File: src/rtl/uart_rxq_pkg.sv
package uart_rxq_pkg;

    localparam int OSR = 16;

    typedef struct packed {
        logic       brk;
        logic       ovr;
        logic       perr;
        logic       ferr;
        logic [7:0] ch;
    } rxq_entry_t;

    typedef enum logic [2:0] {
        RX_IDLE,
        RX_START,
        RX_DATA,
        RX_PAR,
        RX_STOP
    } rx_state_e;

    // index of the last data bit for a length code (5..8 bits)
    function automatic logic [2:0] last_bit_idx(input logic [1:0] code);
        return 3'd4 + {1'b0, code};
    endfunction

    // parity error given the xor of all data and parity bits
    function automatic logic parity_bad(input logic acc, input logic even);
        return acc ^ ~even;
    endfunction

endpackage

File: src/rtl/rx_framer.sv
module rx_framer
    import uart_rxq_pkg::*;
#(
    parameter int OVS   = OSR,
    parameter int SYNCN = 2
) (
    input  logic       clk,
    input  logic       rst,
    input  logic       tick,
    input  logic       rx_in,
    input  logic [1:0] wlen_code,
    input  logic       par_en,
    input  logic       par_even,
    input  logic       two_stop,
    output logic       start_ok,
    output logic       frame_vld,
    output rxq_entry_t frame_out
);
    localparam int CW = $clog2(OVS);
    localparam logic [CW-1:0] MID  = CW'(OVS / 2 - 1);
    localparam logic [CW-1:0] LAST = CW'(OVS - 1);

    logic [SYNCN-1:0] sync_q;
    logic             rx_s;
    rx_state_e        state;
    logic [CW-1:0]    os_cnt;
    logic [2:0]       bit_idx;
    logic [7:0]       shreg;
    logic             par_acc, all_zero, ferr_q, stop_idx;
    logic             ferr_n, zero_n;

    always_ff @(posedge clk) begin
        if (rst) sync_q <= '1;
        else     sync_q <= {sync_q[SYNCN-2:0], rx_in};
    end
    assign rx_s   = sync_q[SYNCN-1];
    assign ferr_n = ferr_q | ~rx_s;
    assign zero_n = all_zero & ~rx_s;

    always_ff @(posedge clk) begin
        if (rst) begin
            state     <= RX_IDLE;
            os_cnt    <= '0;
            bit_idx   <= '0;
            shreg     <= '0;
            par_acc   <= 1'b0;
            all_zero  <= 1'b1;
            ferr_q    <= 1'b0;
            stop_idx  <= 1'b0;
            start_ok  <= 1'b0;
            frame_vld <= 1'b0;
            frame_out <= '0;
        end else begin
            start_ok  <= 1'b0;
            frame_vld <= 1'b0;
            if (tick) begin
                case (state)
                    RX_IDLE: if (!rx_s) begin
                        state  <= RX_START;
                        os_cnt <= '0;
                    end
                    RX_START: begin
                        if (os_cnt == MID) begin
                            if (rx_s) begin
                                state <= RX_IDLE;
                            end else begin
                                state    <= RX_DATA;
                                os_cnt   <= '0;
                                bit_idx  <= '0;
                                shreg    <= '0;
                                par_acc  <= 1'b0;
                                all_zero <= 1'b1;
                                ferr_q   <= 1'b0;
                                stop_idx <= 1'b0;
                                start_ok <= 1'b1;
                            end
                        end else begin
                            os_cnt <= os_cnt + CW'(1);
                        end
                    end
                    default: begin
                        os_cnt <= (os_cnt == LAST) ? '0 : os_cnt + CW'(1);
                        if (os_cnt == LAST) begin
                            case (state)
                                RX_DATA: begin
                                    shreg[bit_idx] <= rx_s;
                                    par_acc        <= par_acc ^ rx_s;
                                    all_zero       <= zero_n;
                                    if (bit_idx == last_bit_idx(wlen_code))
                                        state <= par_en ? RX_PAR : RX_STOP;
                                    else
                                        bit_idx <= bit_idx + 3'd1;
                                end
                                RX_PAR: begin
                                    par_acc  <= par_acc ^ rx_s;
                                    all_zero <= zero_n;
                                    state    <= RX_STOP;
                                end
                                default: begin
                                    if (!two_stop || stop_idx) begin
                                        frame_vld <= 1'b1;
                                        state     <= RX_IDLE;
                                        if (zero_n)
                                            frame_out <= '{brk: 1'b1, ovr: 1'b0, perr: 1'b0,
                                                           ferr: 1'b1, ch: 8'h00};
                                        else
                                            frame_out <= '{brk: 1'b0, ovr: 1'b0,
                                                           perr: par_en & parity_bad(par_acc, par_even),
                                                           ferr: ferr_n, ch: shreg};
                                    end else begin
                                        stop_idx <= 1'b1;
                                        ferr_q   <= ferr_n;
                                        all_zero <= zero_n;
                                    end
                                end
                            endcase
                        end
                    end
                endcase
            end
        end
    end
endmodule

File: src/rtl/rx_tagq.sv
module rx_tagq
    import uart_rxq_pkg::*;
#(
    parameter int DEPTH   = 16,
    parameter int IRQ_LVL = DEPTH / 2
) (
    input  logic               clk,
    input  logic               rst,
    input  logic               fifo_en,
    input  logic               push,
    input  rxq_entry_t         push_data,
    input  logic               pop,
    output rxq_entry_t         head,
    output logic               empty,
    output logic               irq,
    output logic [$clog2(DEPTH):0] level
);
    localparam int AW = $clog2(DEPTH);
    localparam int LW = AW + 1;

    rxq_entry_t    mem [DEPTH];
    logic [AW-1:0] rptr, wptr;
    logic [LW-1:0] count, cap;
    logic          full, do_pop, do_push, ovr_mark;

    assign cap      = fifo_en ? LW'(DEPTH) : LW'(1);
    assign full     = count >= cap;
    assign empty    = (count == '0);
    assign do_pop   = pop & ~empty;
    assign do_push  = push & (~full | do_pop);
    assign ovr_mark = push & full & ~do_pop & ~empty;

    always_ff @(posedge clk) begin
        if (do_push)  mem[wptr] <= push_data;
        if (ovr_mark) mem[wptr - AW'(1)].ovr <= 1'b1;
    end

    always_ff @(posedge clk) begin
        if (rst) begin
            rptr  <= '0;
            wptr  <= '0;
            count <= '0;
        end else begin
            if (do_push) wptr <= wptr + AW'(1);
            if (do_pop)  rptr <= rptr + AW'(1);
            count <= count + LW'(do_push) - LW'(do_pop);
        end
    end

    assign head  = empty ? '0 : mem[rptr];
    assign irq   = fifo_en ? (count >= LW'(IRQ_LVL)) : ~empty;
    assign level = count;
endmodule

File: src/rtl/rx_idle_timer.sv
module rx_idle_timer #(
    parameter int LIMIT = 512
) (
    input  logic clk,
    input  logic rst,
    input  logic tick,
    input  logic active,
    input  logic start_seen,
    input  logic pop,
    output logic tmo
);
    localparam int CW = $clog2(LIMIT + 1);

    logic [CW-1:0] cnt;

    always_ff @(posedge clk) begin
        if (rst || !active || pop) begin
            cnt <= '0;
            tmo <= 1'b0;
        end else if (start_seen) begin
            cnt <= '0;
        end else if (tick && cnt != CW'(LIMIT)) begin
            cnt <= cnt + CW'(1);
            if (cnt == CW'(LIMIT - 1)) tmo <= 1'b1;
        end
    end
endmodule

File: src/rtl/uart_rx_tagq.sv
module uart_rx_tagq
    import uart_rxq_pkg::*;
#(
    parameter int DEPTH     = 16,
    parameter int IDLE_BITS = 32
) (
    input  logic        clk,
    input  logic        rst,
    input  logic        os_tick,
    input  logic        rx_in,
    input  logic        fifo_en,
    input  logic [1:0]  wlen_code,
    input  logic        par_en,
    input  logic        par_even,
    input  logic        two_stop,
    input  logic        rd_pop,
    output logic [11:0] rd_word,
    output logic        rx_empty,
    output logic        rx_irq,
    output logic        rx_tmo_irq
);
    localparam int LW = $clog2(DEPTH) + 1;

    logic          start_ok, frame_vld;
    rxq_entry_t    frame_out, head;
    logic [LW-1:0] q_level;

    rx_framer #(.OVS(OSR), .SYNCN(2)) u_fr (
        .clk(clk), .rst(rst), .tick(os_tick), .rx_in(rx_in),
        .wlen_code(wlen_code), .par_en(par_en), .par_even(par_even),
        .two_stop(two_stop), .start_ok(start_ok), .frame_vld(frame_vld),
        .frame_out(frame_out)
    );

    rx_tagq #(.DEPTH(DEPTH), .IRQ_LVL(DEPTH / 2)) u_q (
        .clk(clk), .rst(rst), .fifo_en(fifo_en), .push(frame_vld),
        .push_data(frame_out), .pop(rd_pop), .head(head), .empty(rx_empty),
        .irq(rx_irq), .level(q_level)
    );

    rx_idle_timer #(.LIMIT(IDLE_BITS * OSR)) u_tmr (
        .clk(clk), .rst(rst), .tick(os_tick), .active(~rx_empty),
        .start_seen(start_ok), .pop(rd_pop), .tmo(rx_tmo_irq)
    );

    assign rd_word = head;
endmodule

File: config.mk
export PLATFORM = sky130hd
export DESIGN_NAME = uart_rx_tagq
export DESIGN_NICKNAME = d
export VERILOG_FILES = /design/src/rtl/uart_rxq_pkg.sv /design/src/rtl/rx_framer.sv /design/src/rtl/rx_tagq.sv /design/src/rtl/rx_idle_timer.sv /design/src/rtl/uart_rx_tagq.sv
export SDC_FILE = /design/constraint.sdc
export NUM_CORES = 1
export LEC_CHECK = 0
export ABC_CLOCK_PERIOD_IN_PS = 5600
export BUFFER_PORTS_ARGS = -buffer_cell sky130_fd_sc_hd__buf_2
export CORE_UTILIZATION = 42
export CTS_CLUSTER_SIZE = 25
export DETAILED_ROUTE_END_ITERATION = 12
export PLACE_DENSITY = 0.62
export SETUP_SLACK_MARGIN = 0.3
export SYNTH_ARGS = -nofsm -noshare
export SYNTH_HDL_FRONTEND = slang
export SYNTH_HIERARCHICAL = 1
export SYNTH_SLANG_ARGS = --single-unit
File: constraint.sdc
create_clock -name clk -period 5.6 [get_ports clk]
set_clock_uncertainty 0.1 [all_clocks]
set_input_delay 0.56 -clock clk [delete_from_list [all_inputs] [get_ports clk]]
set_output_delay 0.56 -clock clk [all_outputs]
set_load 0.01 [all_outputs]
======== Word-level counts from Yosys, hierarchy flattened ========
Memories as Yosys holds them, arrays and structs flattened. A register that Yosys moved wholly into a read port is not among the register bits.
Index checks and enable logic that the tools add are counted.
cells by class
  $add $sub $neg .......................... 9
  order comparisons ....................... 4
  equality and inequality tests ........... 16
  mux-type cells .......................... 61
  bitwise logic cells ..................... 24
  reductions and logical operators ........ 27
operators by type and width
  operator                                        number
  2-to-1 mux 12 bit                               3
  2-to-1 mux 3 bit                                11
  2-to-1 mux 8 bit                                4
  2-to-1 mux 4 bit                                6
  AND reduction 6 bit                             4
  2-to-1 mux 1 bit                                23
  one-hot mux 3 bit (2 select lines)              3
  one-hot mux 8 bit (2 select lines)              1
  AND reduction 7 bit                             2
  inverter 1 bit                                  13
  adder 4 x 1 -> 4 bit, second input constant     3
  OR reduction 12 bit                             1
  adder 10 x 1 -> 10 bit, second input constant   1
  == test 10 x 9 -> 1 bit, second input constant  1
  != test 10 bit, second input constant           1
  bitwise mux 8 bit                               1
  != test 2 bit, second input constant            4
  one-hot mux 1 bit (2 select lines)              4
  one-hot mux 4 bit (2 select lines)              1
  bitwise AND 1 bit                               7
  OR reduction 7 bit                              1
  == test 3 x 2 -> 1 bit, second input constant   2
  nonzero test 2 bit                              3
  OR reduction 2 bit                              3
  31 further kinds                                38
storage, ports and cells
  bits in registers ....................... 62
  RAM bits ................................ 192
  input bits .............................. 11
  output and inout bits ................... 15
  memories kept ........................... 1
memories
  name     depth  bits a word  rd ports  clocked after memory_dff  write ports  RTL line       source
  u_q.mem  16     12           1         1                         1            rx_tagq.sv:21  rxq_entry_t mem [DEPTH];

======== Logic depth before layout (Yosys ltp) ========
  word-level depth ........................ 10
  depth in mapped cells ................... 15
  mapped depth without buffers ............ 13

======== By module ========
The synthesis kept the hierarchy.
by module, submodules not included
  module         times used  cells each  area an instance (µm²)  seq. area each (µm²)
  rx_tagq        1           468         8,750.9                 6,105.9
  rx_framer      1           219         1,864.3                 740.7
  rx_idle_timer  1           73          626.9                   220.2
  uart_rx_tagq   1           1           3.8                     0.0

======== Worst setup path after synthesis ========
OpenSTA, ideal clock, no wires.
  path type ............................... input -> register
  from .................................... input fifo_en
  to ...................................... memory u_q/mem[13][0] (netlist bit), enable pin
  arrival time ............................ 2,875 ps
  data required time ...................... 5,107 ps
  setup slack ............................. 2,232 ps
  stages .................................. 8
  path through ............................ inv_1 ha_1 and4b_1 or2_1 o21ai_1 nand2_1 buf_2 nor3_1
on the way
  longest elaborated chain between the ends .. 9
  elaborated cells on any way between the ends .. 15
RTL lines
  element                                                                       RTL line            source
  start: declaration                                                            uart_rx_tagq.sv:11  input logic fifo_en,
  2-to-1 mux 5 bit *                                                            rx_tagq.sv:26       assign cap = fifo_en ? LW'(DEPTH) : LW'(1);
  >= comparator 5 bit *                                                         rx_tagq.sv:27       assign full = count >= cap;
  bitwise AND 1 bit (3 in a row)                                                rx_tagq.sv:31       assign ovr_mark = push & full & ~do_pop & ~empty;
  2-to-1 mux 1 bit                                                              rx_tagq.sv:35       if (ovr_mark) mem[wptr - AW'(1)].ovr <= 1'b1;
  2-to-1 mux 1 bit (implied by the code)                                        rx_tagq.sv:35
  OR reduction 12 bit (no source line)                                          --
  2-to-1 mux 4 bit (no source line) / 2-to-1 mux 2 bit (equally long branches)  --
  end: declaration                                                              rx_tagq.sv:21
Every way passes the cells marked *; elsewhere a longest branch is shown, timed or not.

======== Final worst setup path ========
  from .................................... register u_q.count[2] (netlist: u_q/level[2])
  to ...................................... register u_q.count[4] (netlist: u_q/level[4])
on the way
  longest elaborated chain between the ends .. 7
  elaborated cells on any way between the ends .. 9
RTL lines
  element                                                                      RTL line       source
  start: declaration                                                           rx_tagq.sv:23  logic [LW-1:0] count, cap;
  start signal: assignment                                                     rx_tagq.sv:46  count <= count + LW'(do_push) - LW'(do_pop);
  parallel branches: the longest is 6 deep, another holds >= comparator 5 bit  --
  subtractor 5 x 1 -> 5 bit *                                                  rx_tagq.sv:46
Every way passes the cells marked *.
A chain may end at the register's enable or synchronous reset.

==> metrics.txt <==
Setup Fix Bufs, Post-CTS=0; Final Wtd Congestion=0.797; vias after detailed routing=6,473; Vias/cell=5.72; Final Hold Viols=0; I/O Buffers=25; Leakage Power=3.62 nW; Detail Placement HPWL=15,000 µm; ANT nets after route=0; combinational share of power=13.8%; Crit. End Element=flip-flop; simple-gate area share of the yosys netlist=11.2%; DIE HEIGHT=166 µm; status=complete, but fails checks; Clock Latency Late Sink=0.54 ns; Pwr Density=373 nW/µm²; Synth Warn #=6; main combinational cell family by area after synthesis=multiplexers; unrepaired setup endpoints after global routing=no; multi-input logic area=3920 µm²; Final nets=804; Post-route DRC=8; synth top area cells=edfxtp_1, mux4_2, dfxtp_1, ha_1, nor3_1; crit share post-route=71.3%; final non-filler cell total=1,131; CTS Buf Count=27; Slew Limit Headroom=20.9%; Cell Int Power=3.49 mW; post-synthesis cell type with the largest combined area=edfxtp_1; Adder-Cell Fraction of Synth Area=2.07%; cells after synthesis=761; hold crit path type=input pin to flip-flop; Area Overhead vs Synth=11.9%; wire per inst=20.5 µm; Final setup viols=0; Worst setup SP type=flip-flop; min Tclk post-route=4.00 ns; CTS tree=built; Synth Area in Compound Gates=7.68%; storage element area=7070 µm²; hold_buf cts=0; Worst setup startpoint=u_q/level[2]; Max Buffers Root-to-Sink=3; Slew @ Worst Pin=1.18 ns; DRT Wirelength=23,200 µm; die area=27,400 µm²; Clock Pin Slew Worst Setup and Hold Paths=0.06 ns; CTS resizes=0; P_sw=1.21 mW; Top Ports=26; Root Driver=clkbuf_16; switching share of power=25.7%; Ant. Diodes=0; initial drt markers=526; critical path type=flip-flop to flip-flop; Post-synth EDFFs=192; worst r2r path cells=13; ratio of cells with drive above 1 in the final layout=22.2%; worst r2r src=u_q/level[2]; failing checks=DRC; Hold Startpoint=rx_in; Critical Path Fanout Max=16; Max Cap Violations=0; fin. max-slew vios=0; clock sinks=257; share of the yosys chip area belonging to registers=62.8%; clock group share of total power=39.7%; Net Count, Synth=790; Initial Utilization=43.0%; # rows=59; vias in the first global route=6,304; router iterations before antenna repair=11; worst hold path depth=2; Die Width=166 µm; critical path data required time=5.97 ns; sequential share of power=46.5%; CP arrival=4.36 ns; top_reg_cell synth=edfxtp_1; Synth Register Bits=257; post-synthesis xor/xnor area fraction=0.935%; worst reg2reg endpoint=u_q/level[4]; total gr overflow=0; asr flop ratio synth=0%; mux cell area share after synthesis=12.4%; WHS Endpoint=u_fr/sync_q[0]; first-pass GRT wire length=36,300 µm; Fillers=2,243; DP Cell Count=1,081; H-tree depth=1; post-synth top area share=51.3%; GRT Util Overall=17.1%; initial antenna violation count=0; placeable core region=26,100 µm²; fin util=48.2%; Cell Area, Synth=11,200 µm²; mean post-synth cell area=14.8 µm²; Fin Setup TNS=0 ns; flop2flop setup slack=1.60 ns; post-synthesis cell type count=78; maximum vdd drop=0.000220 V; largest net degree at the start of global routing=49; Achievable Freq=250 MHz
==> cells by family after synthesis <==
| group | Yosys count |
|---|---|
| buffers and inverters | 66 |
| AOI/OAI and AO/OA | 122 |
| muxes | 64 |
| other | 1 |
| xor gates and xnor gates | 12 |
| adders and majority gates | 18 |
| DFF | 257 |
| and+or+nand+nor | 221 |
==> worst max-delay path, stage by stage, from the launching register on <==
cell	delay, ns
dfxtp_1	0.31
inv_1	0.11
ha_1	0.18
or4b_1	0.79
nand2_1	0.24
o21ai_1	0.16
nand2_1	0.61
o21ai_1	0.13
ha_1	0.23
fa_1	0.40
a21oi_1	0.15
nor2_1	0.06
or3_1	0.30
a21oi_1	0.14
==> synthesized netlist by cell type (all sizes together), types with 2 or more instances <==
cell type / n
or3b: 3
nand2b: 9
nand2: 34
nand3b: 3
or3: 7
a211o: 3
nand3: 21
or2: 6
nand4: 12
nor4: 2
a211oi: 4
edfxtp: 192
nor3: 38
nor4b: 5
buf: 20
a21oi: 36
and3: 3
a22oi: 3
o31ai: 8
mux2i: 3
mux4: 60
a311oi: 2
inv: 24
dfxtp: 65
or4: 5
o211a: 2
a22o: 2
nor3b: 3
and2: 26
o21a: 6
a31oi: 9
xor2: 7
nor2: 29
a2bb2oi: 3
nor2b: 9
clkbuf: 21
or4b: 2
xnor2: 5
o311ai: 9
o211ai: 3
ha: 17
o21ai: 25
==> how the worst max path moves through the flow <==
| stage | cells past startpoint | slack, ns | to |
|---|---|---|---|
| 2_1_floorplan | 8 | 2.23 | u_q/mem[13][0] |
| 3_3_place_gp | 13 | 1.67 | u_q/level[4] |
| 3_5_place_dp | 13 | 1.59 | u_q/level[4] |
| 4_1_cts | 13 | 1.56 | u_q/level[4] |
| 5_1_grt | 13 | 1.28 | u_q/level[4] |
| 6_report | 13 | 1.60 | u_q/level[4] |
==> layout by cell type (no fill, tap or decap), types with 11 or more instances in the layout <==
master / n
edfxtp_1: 192
dfxtp_1: 63
mux4_2: 60
a21oi_1: 34
nand2_1: 34
nor2_1: 29
clkbuf_16: 27
and2_1: 26
buf_2: 25
nor3_1: 24
inv_1: 23
nand3_1: 21
o21ai_0: 17
ha_1: 17
nor3_2: 13
nand4_1: 11
==> layer usage <==
metal | vias up | track usage, % | wire [µm] | share of wire [%]
met5 | - | 0 | 0 | 0
met4 | 0 | 4.59 | 452 | 1.9
met1 | 3281 | 24.2 | 10600 | 46
met2 | 142 | 27.7 | 11100 | 48
li1 | 3016 | - | - | -
met3 | 34 | 2.34 | 1110 | 4.8
==> flip-flops by register name, indices dropped and copies added, names as in the netlist, 2 cells and up, named ones only <==
register        flops
u_q/level           5
u_fr/bit_idx        3
u_tmr/cnt          10
u_fr/sync_q         2
u_fr/shreg          8
u_fr/state          3
u_q/mem           192
u_fr/os_cnt         4
u_fr/frame_out     11
u_q/wptr            4
u_q/rptr            4
==> final cells by class <==
type | count | area share, %
well taps | 335 | 3.33
repair buffers | 26 | 1.05
inverters | 25 | 0.786
flip-flops and latches | 257 | 56.2
clock buffers | 29 | 5.43
clock inverters | 21 | 2.03
multi-input cells | 438 | 31.2
==> power groups by stage <==
| stage | registers (mW) | clock network [mW] | logic [mW] |
|---|---|---|---|
| 4_1_cts | 2.20 | 1.91 | 0.662 |
| 3_5_place_dp | 2.24 | 0 | 0.659 |
| 3_3_place_gp | 2.24 | 0 | 0.657 |
| 6_report | 2.18 | 1.86 | 0.650 |
| 2_1_floorplan | 2.11 | 0 | 0.607 |
| 5_1_grt | 2.21 | 1.97 | 0.717 |
==> metrics by stage <==
stage	power (mW)	hold WS, ns	area, µm²	setup slack [ns]
2_1_floorplan	2.72	0.289	11200	2.23
3_3_place_gp	2.89	0.293	11600	1.67
3_5_place_dp	2.89	0.299	11600	1.59
4_1_cts	4.76	0.0888	12600	1.56
5_1_grt	4.90	0.0963	12600	1.28
6_report	4.70	0.105	12600	1.60
No activity file was read; power rests on OpenSTA's default activity.
